<file path="config.mk">
export PLATFORM = sky130hd
export DESIGN_NAME = serial_rx_dbuf
export DESIGN_NICKNAME = d
export VERILOG_FILES = /design/src/rtl/serial_rx_pkg.sv /design/src/rtl/rx_frame_shifter.sv /design/src/rtl/rx_parity_check.sv /design/src/rtl/rx_hold_buffer.sv /design/src/rtl/serial_rx_dbuf.sv
export SDC_FILE = /design/constraint.sdc
export NUM_CORES = 1
export LEC_CHECK = 0
export BUFFER_PORTS_ARGS = -buffer_cell sky130_fd_sc_hd__buf_2
export CAP_MARGIN = 20
export CORE_MARGIN = 3
export CORE_UTILIZATION = 35
export CTS_CLUSTER_SIZE = 25
export DETAILED_ROUTE_END_ITERATION = 6
export PLACE_DENSITY = 0.6
export SYNTH_ARGS = -nofsm -noshare
export SYNTH_HDL_FRONTEND = slang
export SYNTH_HIERARCHICAL = 1
export SYNTH_SLANG_ARGS = --single-unit
</file>
<file path="constraint.sdc">
create_clock -name clk -period 5.4 [get_ports clk]
set_clock_uncertainty 0.15 [all_clocks]
set_input_delay 0.54 -clock clk [delete_from_list [all_inputs] [get_ports clk]]
set_output_delay 0.54 -clock clk [all_outputs]
set_load 0.05 [all_outputs]
</file>
<file path="src/rtl/serial_rx_pkg.sv">
// Package: shared types for the serial receiver.
// Assumes: nothing beyond IEEE 1800-2017.
package serial_rx_pkg;
    typedef enum logic [1:0] {
        RX_IDLE   = 2'd0,
        RX_DATA   = 2'd1,
        RX_PARITY = 2'd2,
        RX_STOP   = 2'd3
    } rx_phase_e;
endpackage

</file>
<file path="src/rtl/rx_frame_shifter.sv">
// Module: frame sequencer and shift register.
// Tracks the frame phase, shifts data bits in LSB first, captures the
// parity bit, and pulses frame_done when the first stop bit is sampled.
// Assumes: rxd is synchronous to clk, and the configuration inputs stay
// stable while a frame is in progress.
module rx_frame_shifter
    import serial_rx_pkg::*;
#(
    parameter int DATA_W = 8
) (
    input  logic              clk,
    input  logic              rst_n,
    input  logic              samp_en,
    input  logic              rxd,
    input  logic              short_len,
    input  logic              par_on,
    output logic [DATA_W-1:0] frame_data,
    output logic              frame_pbit,
    output logic              frame_done
);
    localparam int CNT_W = $clog2(DATA_W);
    localparam logic [CNT_W-1:0] LAST_LONG  = CNT_W'(DATA_W - 1);
    localparam logic [CNT_W-1:0] LAST_SHORT = CNT_W'(DATA_W - 2);

    rx_phase_e         phase;
    logic [CNT_W-1:0]  bit_cnt;
    logic [DATA_W-1:0] shreg;
    logic              last_bit;

    // Index of the last data bit for the configured length.
    assign last_bit = (bit_cnt == (short_len ? LAST_SHORT : LAST_LONG));

    // Phase sequencing and bit capture, advanced only on sampling enables.
    always_ff @(posedge clk) begin
        if (!rst_n) begin
            phase      <= RX_IDLE;
            bit_cnt    <= '0;
            shreg      <= '0;
            frame_pbit <= 1'b0;
        end else if (samp_en) begin
            case (phase)
                RX_IDLE: begin
                    if (!rxd) begin
                        phase   <= RX_DATA;
                        bit_cnt <= '0;
                    end
                end
                RX_DATA: begin
                    shreg   <= {rxd, shreg[DATA_W-1:1]};
                    bit_cnt <= bit_cnt + 1'b1;
                    if (last_bit) phase <= par_on ? RX_PARITY : RX_STOP;
                end
                RX_PARITY: begin
                    frame_pbit <= rxd;
                    phase      <= RX_STOP;
                end
                default: phase <= RX_IDLE;
            endcase
        end
    end

    // Align a short frame to the LSB; the unused top bit is forced to 0.
    assign frame_data = short_len ? {1'b0, shreg[DATA_W-1:1]} : shreg;
    // Transfer strobe: the first stop bit is being sampled.
    assign frame_done = samp_en && (phase == RX_STOP);

    // the sequencer only moves on sampling enables.
    a_r1_hold_between_samples: assert property (@(posedge clk) disable iff (!rst_n)
        !samp_en |=> $stable(phase) && $stable(shreg));
    // a high line seen while idle starts no frame.
    a_r1_idle_high_ignored: assert property (@(posedge clk) disable iff (!rst_n)
        (phase == RX_IDLE && samp_en && rxd) |=> phase == RX_IDLE);
    // the receiver returns to idle right after the first stop bit.
    a_r6_first_stop_ends: assert property (@(posedge clk) disable iff (!rst_n)
        frame_done |=> phase == RX_IDLE);
endmodule

</file>
<file path="src/rtl/rx_parity_check.sv">
// Module: combinational parity checker.
// Flags an error when the data and parity bits together do not have the
// parity the mode asks for. Assumes the unused data bits are zero.
module rx_parity_check #(
    parameter int DATA_W = 8
) (
    input  logic [DATA_W-1:0] data,
    input  logic              pbit,
    input  logic              par_on,
    input  logic              par_odd,
    output logic              perr
);
    logic ones_odd;

    // Reduction XOR: 1 when the count of ones is odd.
    always_comb begin
        ones_odd = ^{data, pbit};
        perr     = par_on && (ones_odd != par_odd);
    end
endmodule

</file>
<file path="src/rtl/rx_hold_buffer.sv">
// Module: receive holding register and its status flags.
// Loads on a transfer strobe and clears the full and overrun flags on a
// read strobe. When both arrive in the same cycle, the read consumes the
// old byte and the new byte stays pending.
module rx_hold_buffer #(
    parameter int DATA_W = 8
) (
    input  logic              clk,
    input  logic              rst_n,
    input  logic              load,
    input  logic [DATA_W-1:0] load_data,
    input  logic              load_perr,
    input  logic              rd_stb,
    output logic [DATA_W-1:0] hold_data,
    output logic              full,
    output logic              perr,
    output logic              ovr,
    output logic              req
);
    // Holding register, parity error and request pulse.
    always_ff @(posedge clk) begin
        if (!rst_n) begin
            hold_data <= '0;
            perr      <= 1'b0;
            req       <= 1'b0;
        end else begin
            req <= load;
            if (load) begin
                hold_data <= load_data;
                perr      <= load_perr;
            end
        end
    end

    // Full and overrun flags with read-versus-load priority.
    always_ff @(posedge clk) begin
        if (!rst_n) begin
            full <= 1'b0;
            ovr  <= 1'b0;
        end else if (load) begin
            full <= 1'b1;
            ovr  <= full && !rd_stb;
        end else if (rd_stb) begin
            full <= 1'b0;
            ovr  <= 1'b0;
        end
    end

    // a request is only seen together with a full buffer.
    a_r7_req_with_full: assert property (@(posedge clk) disable iff (!rst_n)
        req |-> full);
    // a read with no load empties the buffer and keeps the data.
    a_r8_read_clears: assert property (@(posedge clk) disable iff (!rst_n)
        (rd_stb && !load) |=> !full && !ovr && $stable(hold_data));
    // a load onto an unread byte flags an overrun.
    a_r10_overrun_sets: assert property (@(posedge clk) disable iff (!rst_n)
        (load && full && !rd_stb) |=> ovr && full);
    // a load that meets a read keeps the buffer full with no overrun.
    a_r11_read_meets_load: assert property (@(posedge clk) disable iff (!rst_n)
        (load && rd_stb) |=> full && !ovr);
endmodule

</file>
<file path="src/rtl/serial_rx_dbuf.sv">
// Module: double-buffered asynchronous serial receiver (top).
// Connects the frame shifter, the parity checker and the holding buffer.
// Assumes: samp_en is a one-cycle pulse per bit period, rxd is already
// synchronized, and the configuration inputs change only while idle.
module serial_rx_dbuf #(
    parameter int DATA_W = 8
) (
    input  logic              clk,
    input  logic              rst_n,
    input  logic              samp_en,
    input  logic              rxd,
    input  logic              len7_sel,
    input  logic              par_on,
    input  logic              par_odd,
    input  logic              rd_stb,
    output logic [DATA_W-1:0] rx_byte,
    output logic              byte_ready,
    output logic              parity_bad,
    output logic              lost_byte,
    output logic              rx_req
);
    logic [DATA_W-1:0] frame_data;
    logic              frame_pbit;
    logic              frame_done;
    logic              frame_perr;

    rx_frame_shifter #(.DATA_W(DATA_W)) u_shift (
        .clk        (clk),
        .rst_n      (rst_n),
        .samp_en    (samp_en),
        .rxd        (rxd),
        .short_len  (len7_sel),
        .par_on     (par_on),
        .frame_data (frame_data),
        .frame_pbit (frame_pbit),
        .frame_done (frame_done)
    );

    rx_parity_check #(.DATA_W(DATA_W)) u_par (
        .data    (frame_data),
        .pbit    (frame_pbit),
        .par_on  (par_on),
        .par_odd (par_odd),
        .perr    (frame_perr)
    );

    rx_hold_buffer #(.DATA_W(DATA_W)) u_hold (
        .clk       (clk),
        .rst_n     (rst_n),
        .load      (frame_done),
        .load_data (frame_data),
        .load_perr (frame_perr),
        .rd_stb    (rd_stb),
        .hold_data (rx_byte),
        .full      (byte_ready),
        .perr      (parity_bad),
        .ovr       (lost_byte),
        .req       (rx_req)
    );

    // a 7-bit frame never sets the top bit of the held byte.
    a_r3_short_msb_zero: assert property (@(posedge clk) disable iff (!rst_n)
        (frame_done && len7_sel) |=> !rx_byte[DATA_W-1]);
    // with parity disabled no parity error is latched.
    a_r5_no_check_when_off: assert property (@(posedge clk) disable iff (!rst_n)
        (frame_done && !par_on) |=> !parity_bad);
    // the stop-bit sample makes the buffer full at that edge.
    a_r6_full_after_stop: assert property (@(posedge clk) disable iff (!rst_n)
        frame_done |=> byte_ready && rx_req);
endmodule

</file>
==> results of run 1 <==
-- worst max-delay path, delay by kind of cell --
kind / cells / cell delay (ns)
multiplexers: 2 / 0.52
buffers and inverters: 1 / 0.20
AND/OR/NAND/NOR: 2 / 0.21
XOR/XNOR: 3 / 0.72
-- per-layer routing --
layer  vias to the layer above  part of all wire
met1                       462              0.46
met5                         -                 0
li1                        497                 -
met3                         5             0.026
met4                         0             0.023
met2                        10              0.49
-- worst max-delay path by stage --
stage / to / cells after the start
3_3_place_gp: u_hold/perr / 8
3_5_place_dp: u_hold/perr / 8
5_1_grt: u_hold/perr / 8
2_1_floorplan: u_hold/perr / 8
4_1_cts: u_hold/perr / 8
6_report: u_hold/perr / 8
-- sequential cells by signal, indices dropped and copies added (netlist names) --
name and flops:
u_shift/shreg 8, u_hold/perr 1, u_shift/frame_pbit 1, u_hold/req 1
u_shift/bit_cnt 3, u_hold/hold_data 8, u_hold/ovr 1, u_hold/full 1
u_shift/phase 2
-- layout make-up --
type / instances / area, um2
fillers: 346 / 2000
multi-input cells: 100 / 758
flip-flops and latches: 26 / 520
inverters: 3 / 11.3
repair buffers: 19 / 95.1
well taps: 46 / 57.6
clock buffers: 4 / 55.1
-- synthesized netlist by cell type (3+ instances only) --
master	number
a21boi_0	13
dfxtp_1	26
ha_1	5
inv_1	3
mux2_2	7
mux2i_1	12
nand2_1	15
nand3_1	10
nor2b_1	13
o21ai_0	3
xnor2_1	6
-- cells by family (layout without fill, tap and decap cells) --
kind of cell | after synthesis | in the layout | share of synthesized area
xor+xnor | 9 | 9 | 0.0696
fa+ha+maj | 5 | 5 | 0.0470
simple gates | 45 | 45 | 0.181
flops | 26 | 26 | 0.391
mux | 19 | 19 | 0.150
buf+inv | 9 | 26 | 0.0386
compound gates | 22 | 22 | 0.123
-- power groups by stage --
stage | clock, mW | combinational, mW | sequential (mW)
floorplan | 0 | 0.0412 | 0.203
global placement | 0 | 0.0506 | 0.204
detailed placement | 0 | 0.0511 | 0.204
CTS | 0.134 | 0.0514 | 0.199
global route | 0.143 | 0.0585 | 0.200
finish | 0.128 | 0.0514 | 0.200
-- through the flow --
step / area, um2 / setup slack [ns] / cells / hold WS, ns / util
detailed placement: 1440 / 2.95 / 194 / 0.310 / 0.413
global route: 1500 / 3.17 / 198 / 0.288 / 0.429
global placement: 1440 / 3.00 / 194 / 0.305 / 0.413
CTS: 1500 / 3.23 / 198 / 0.281 / 0.429
floorplan: 1330 / 3.16 / 135 / 0.291 / -
finish: 1500 / 3.23 / 198 / 0.290 / 0.429
==> impl_metrics.ini, run 1 <==
[outcome]
status = complete, no violations

[power]
ir_worst_vdd_mv = 0.0942
switching_share = 0.256
power_density_mw_per_mm2 = 253
p_int_mw = 0.282
p_clk_frac = 0.338
power.switching_mw = 0.0972
finalPower_mw = 0.379
leakagePower_nw = 0.578
combPwrFrac = 0.136
sequentialPowerShare = 0.527

[synthesis]
syn-num-nets = 148
synth_area_leaders = dfxtp_1, mux2i_1, a21boi_0
syn_area_mm2 = 0.00133
ys_seq_area_frac = 0.391
synth_ff_type = dfxtp_1
synth-edff-count = 0
yosysUniqueCellTypes = 28
synth_area_leader_cell = dfxtp_1
synth_async_sr_flop_share = 0
ys_warn_count = 6
ys_seq_elements = 26
syn_avg_cell_area_um2 = 9.85
synth_cells = 135
yosysTopAreaCellShare = 0.391

[global_route]
grt_max_degree = 30
overflow = 0
grt-busiest-layer = met2
grt.total_usage = 0.133
grt_util_met1 = 0.156
gr-usage-met2 = 0.221
antenna_found_initial = 0
grt_util_met3 = 0.0250
grt_pass1_vias = 979
grt_first_pass_wirelength_mm = 4.49

[floorplanning]
core_area_mm2 = 0.00349
dieWidth_um = 67.6
initial_core_util = 0.381
dieArea_mm2 = 0.00458
die_y_um = 67.6
ios = 20
rows = 21

[setup_path]
arrival_ns = 2.19
cp_max_fo = 9
rrSetupSlack_ns = 3.42
crit_slowest_cell = xnor3_1
path_cells = buf_2 -> mux2_2 -> xor2_1 -> xnor3_1 -> xnor2_1 -> and2_1 -> mux2i_1 -> nor2b_1
critPathKind = input pin to flop
max_stage_delay_ns = 0.42
r2r-end = u_hold/perr
end_kind = flop
r2r_start = u_shift/shreg[7]
crit_start = len7_sel
start_kind = input pin
required_ns = 5.42
r2r_cells = 7

[timing]
tns_ns = 0
slew-limit-headroom = 0.577
worst_slew_pin_slew_ns = 0.634
rsz0062_at_grt = false
maxSlewViolCount = 0
hold_viol_final = 0
setup_viol = 0
post-route-min-period_ns = 2.17
max_freq_ghz = 0.462
fin_crit_sh = 0.401

[detailed_routing]
drtPass1Iterations = 4
viasPerCell = 4.92
num_vias = 974
drt-total-wl_mm = 2.47
drc = 0
wire_per_inst_um = 12.5
drtIter0Drc = 56
ant_nets = 0

[place]
gp_congestion = 0.743
place.port_buffers = 19
hpwl_mm = 1.82

[cts]
cts_resized = 0
cts_sinks = 26
clockRootBuffer = clkbuf_8
path_clk_slew_ns = 0.09
clockBufferDepth = 2
cts_setup_buffers = 0
htreeDepth = 1
cts_tree = built
clock_latency_ns = 0.27
holdBufCountCts = 0
cts_made_buffers = 3

[finish]
final_common_cell = dfxtp_1
diodes = 0
nets = 166
area_growth_pct = 12.6
final_cell_mix = dfxtp_1, buf_2, nand2_1, nor2b_1, a21boi_0
drive_above_1_share = 0.230

[run]
maxCapViolCount = 0

[worst_hold_path]
min-delay-start = rd_stb
min_path_type = input pin to flop
holdPathStages = 2
min_to = u_hold/ovr
No activity file was read; power rests on OpenSTA's default activity.
==> run 2, diff against run 1 <==
--- a/config.mk
+++ b/config.mk
@@ -11,7 +11,7 @@
 export CORE_UTILIZATION = 35
 export CTS_CLUSTER_SIZE = 25
 export DETAILED_ROUTE_END_ITERATION = 6
-export PLACE_DENSITY = 0.6
+export PLACE_DENSITY = 0.62
 export SYNTH_ARGS = -nofsm -noshare
 export SYNTH_HDL_FRONTEND = slang
 export SYNTH_HIERARCHICAL = 1
==> constraint.sdc (replaced) <==
create_clock -name clk -period 1.8 [get_ports clk]
set_clock_uncertainty 0.15 [all_clocks]
set_input_delay 0.18 -clock clk [delete_from_list [all_inputs] [get_ports clk]]
set_output_delay 0.18 -clock clk [all_outputs]
set_load 0.05 [all_outputs]
==> run 2 against run 1 <==
The run now ends with negative setup slack left. Sequential share of layout area fell by 3.8 points. First-iteration DRC count shrank 48%. Worst hold slack worse by 0.22 ns. Non-clock buffer count up 19. Global-route usage rose by 0.56 points. Design area is 13% higher. Highest routed layer unchanged.
==> impl_metrics.ini, run 2 (synthesized netlist as in run 1, its figures left out) <==
[outcome]
status = finished, violations left
violations = negative setup slack

[detailed_routing]
drt-total-wl_mm = 2.76
num_vias = 1048
drc = 0
drtIter0Drc = 29
drtPass1Iterations = 4
ant_nets = 0
viasPerCell = 4.83
wire_per_inst_um = 12.7

[power]
finalPower_mw = 1.18
ir_worst_vdd_mv = 0.319
power_density_mw_per_mm2 = 693
leakagePower_nw = 0.693
power.switching_mw = 0.307
switching_share = 0.262
p_clk_frac = 0.326
sequentialPowerShare = 0.509
p_int_mw = 0.868
combPwrFrac = 0.165

[finish]
reg_top3 = u_hold/hold_data (8), u_shift/shreg (8), u_shift/bit_cnt (3)
fin_cells = 217
final_common_cell = dfxtp_1
nets = 185
drive_above_1_share = 0.357
final_cell_mix = dfxtp_1, buf_2, buf_4, nand2_1
area_growth_pct = 27.5
diodes = 0
final_cell_area_mm2 = 0.00170

[setup_path]
cp_max_fo = 3
rrSetupSlack_ns = -0.04
arrival_ns = 1.86
critPathKind = flop to flop
end_kind = flop
required_ns = 1.82
start_kind = flop
crit_start = u_shift/shreg[2]
r2r_start = u_shift/shreg[2]

[floorplanning]
rows = 21
dieWidth_um = 67.6
die_y_um = 67.6
initial_core_util = 0.381
dieArea_mm2 = 0.00458
ios = 20
core_area_mm2 = 0.00349

[global_route]
grt_first_pass_wirelength_mm = 4.83
grt_max_degree = 30
grt_pass1_vias = 1094
grt.total_usage = 0.138
antenna_found_initial = 0
overflow = 0

[place]
gp_congestion = 0.841
place.port_buffers = 19
hpwl_mm = 1.94
numPlacedInstances = 208
placed_area_mm2 = 0.00156

[cts]
clockBufferDepth = 2
cts_made_buffers = 3
cts_sinks = 26
clock_latency_ns = 0.27
cts_tree = built
clockRootBuffer = clkbuf_8
htreeDepth = 1
path_clk_slew_ns = 0.09

[worst_hold_path]
min_path_type = input pin to flop
min-delay-start = rxd

[run]
maxCapViolCount = 0

[timing]
post-route-min-period_ns = 1.84
fin_ws_ns = -0.0418
hold_slack_ns = 0.0660
maxSlewViolCount = 0
fin_crit_sh = 1.02
max_freq_ghz = 0.543
worst_slew_pin_slew_ns = 0.450
setup_viol = 1
hold_viol_final = 0
slew-limit-headroom = 0.700
rsz0062_at_grt = true
==> run 2: changes by cell type in the layout (fill, tap and decap cells not counted), moves of 2 or more <==
cell	before	now
dfxtp_1	26	22
xnor2_1	6	4
mux2_4	0	4
dfxtp_2	0	4
mux2_2	7	3
buf_4	0	18
xnor2_2	0	2
==> run 2: timing repair <==
item | in CTS | in global routing
setup buffers | 3 | 1
hold buffers | 1 | 0
gates resized for setup | 5 | 5
hold endpoints to repair | 1 | 0
endpoints found under the setup margin | 1 | 7
pin swaps | 4 | 4
==> run 2: critical path: stages, from the launching register on <==
cell and delay (ns):
dfxtp_2 0.34, mux2_4 0.27, xnor2_2 0.17, xnor3_1 0.34, xnor2_1 0.14, and2_1 0.13, mux2i_1 0.13, nor2b_1 0.06
==> run 2: final timing paths <==
kind	endpoint	depth (start not counted)
min	u_shift/frame_pbit	3
max	u_hold/perr	7
max reg2reg	u_hold/perr	7
min reg2reg	u_shift/shreg[0]	2
==> run 2: power by group through the flow <==
| stage | Combinational, mW | Sequential [mW] | Clock (mW) |
|---|---|---|---|
| 2_1_floorplan | 0.125 | 0.610 | 0 |
| 3_3_place_gp | 0.169 | 0.609 | 0 |
| 5_1_grt | 0.213 | 0.601 | 0.422 |
| 4_1_cts | 0.181 | 0.598 | 0.395 |
| 3_5_place_dp | 0.175 | 0.611 | 0 |
| 6_report | 0.193 | 0.598 | 0.383 |
==> run 2: layer usage <==
metal | wire length [um] | track usage
met4 | 54 | 0.0785
met5 | 0 | 0
met2 | 1340 | 0.227
met3 | 69 | 0.0166
met1 | 1300 | 0.173
==> run 2: stage by stage <==
| stage | utilization | worst slack (ns) | setup TNS (ns) |
|---|---|---|---|
| floorplan | - | 0.00455 | 0 |
| global placement | 0.447 | -0.105 | -0.105 |
| detailed placement | 0.447 | -0.146 | -0.146 |
| CTS | 0.477 | -0.0617 | -0.0617 |
| global route | 0.485 | -0.0985 | -0.0985 |
| finish | 0.485 | -0.0418 | -0.0418 |
==> run 2: cell type report <==
type / instances / area, um2
repair buffers: 38 / 240
inverters: 3 / 11.3
flip-flops and latches: 26 / 526
clock buffers: 4 / 55.1
multi-input cells: 100 / 806
fillers: 334 / 1800
well taps: 46 / 57.6
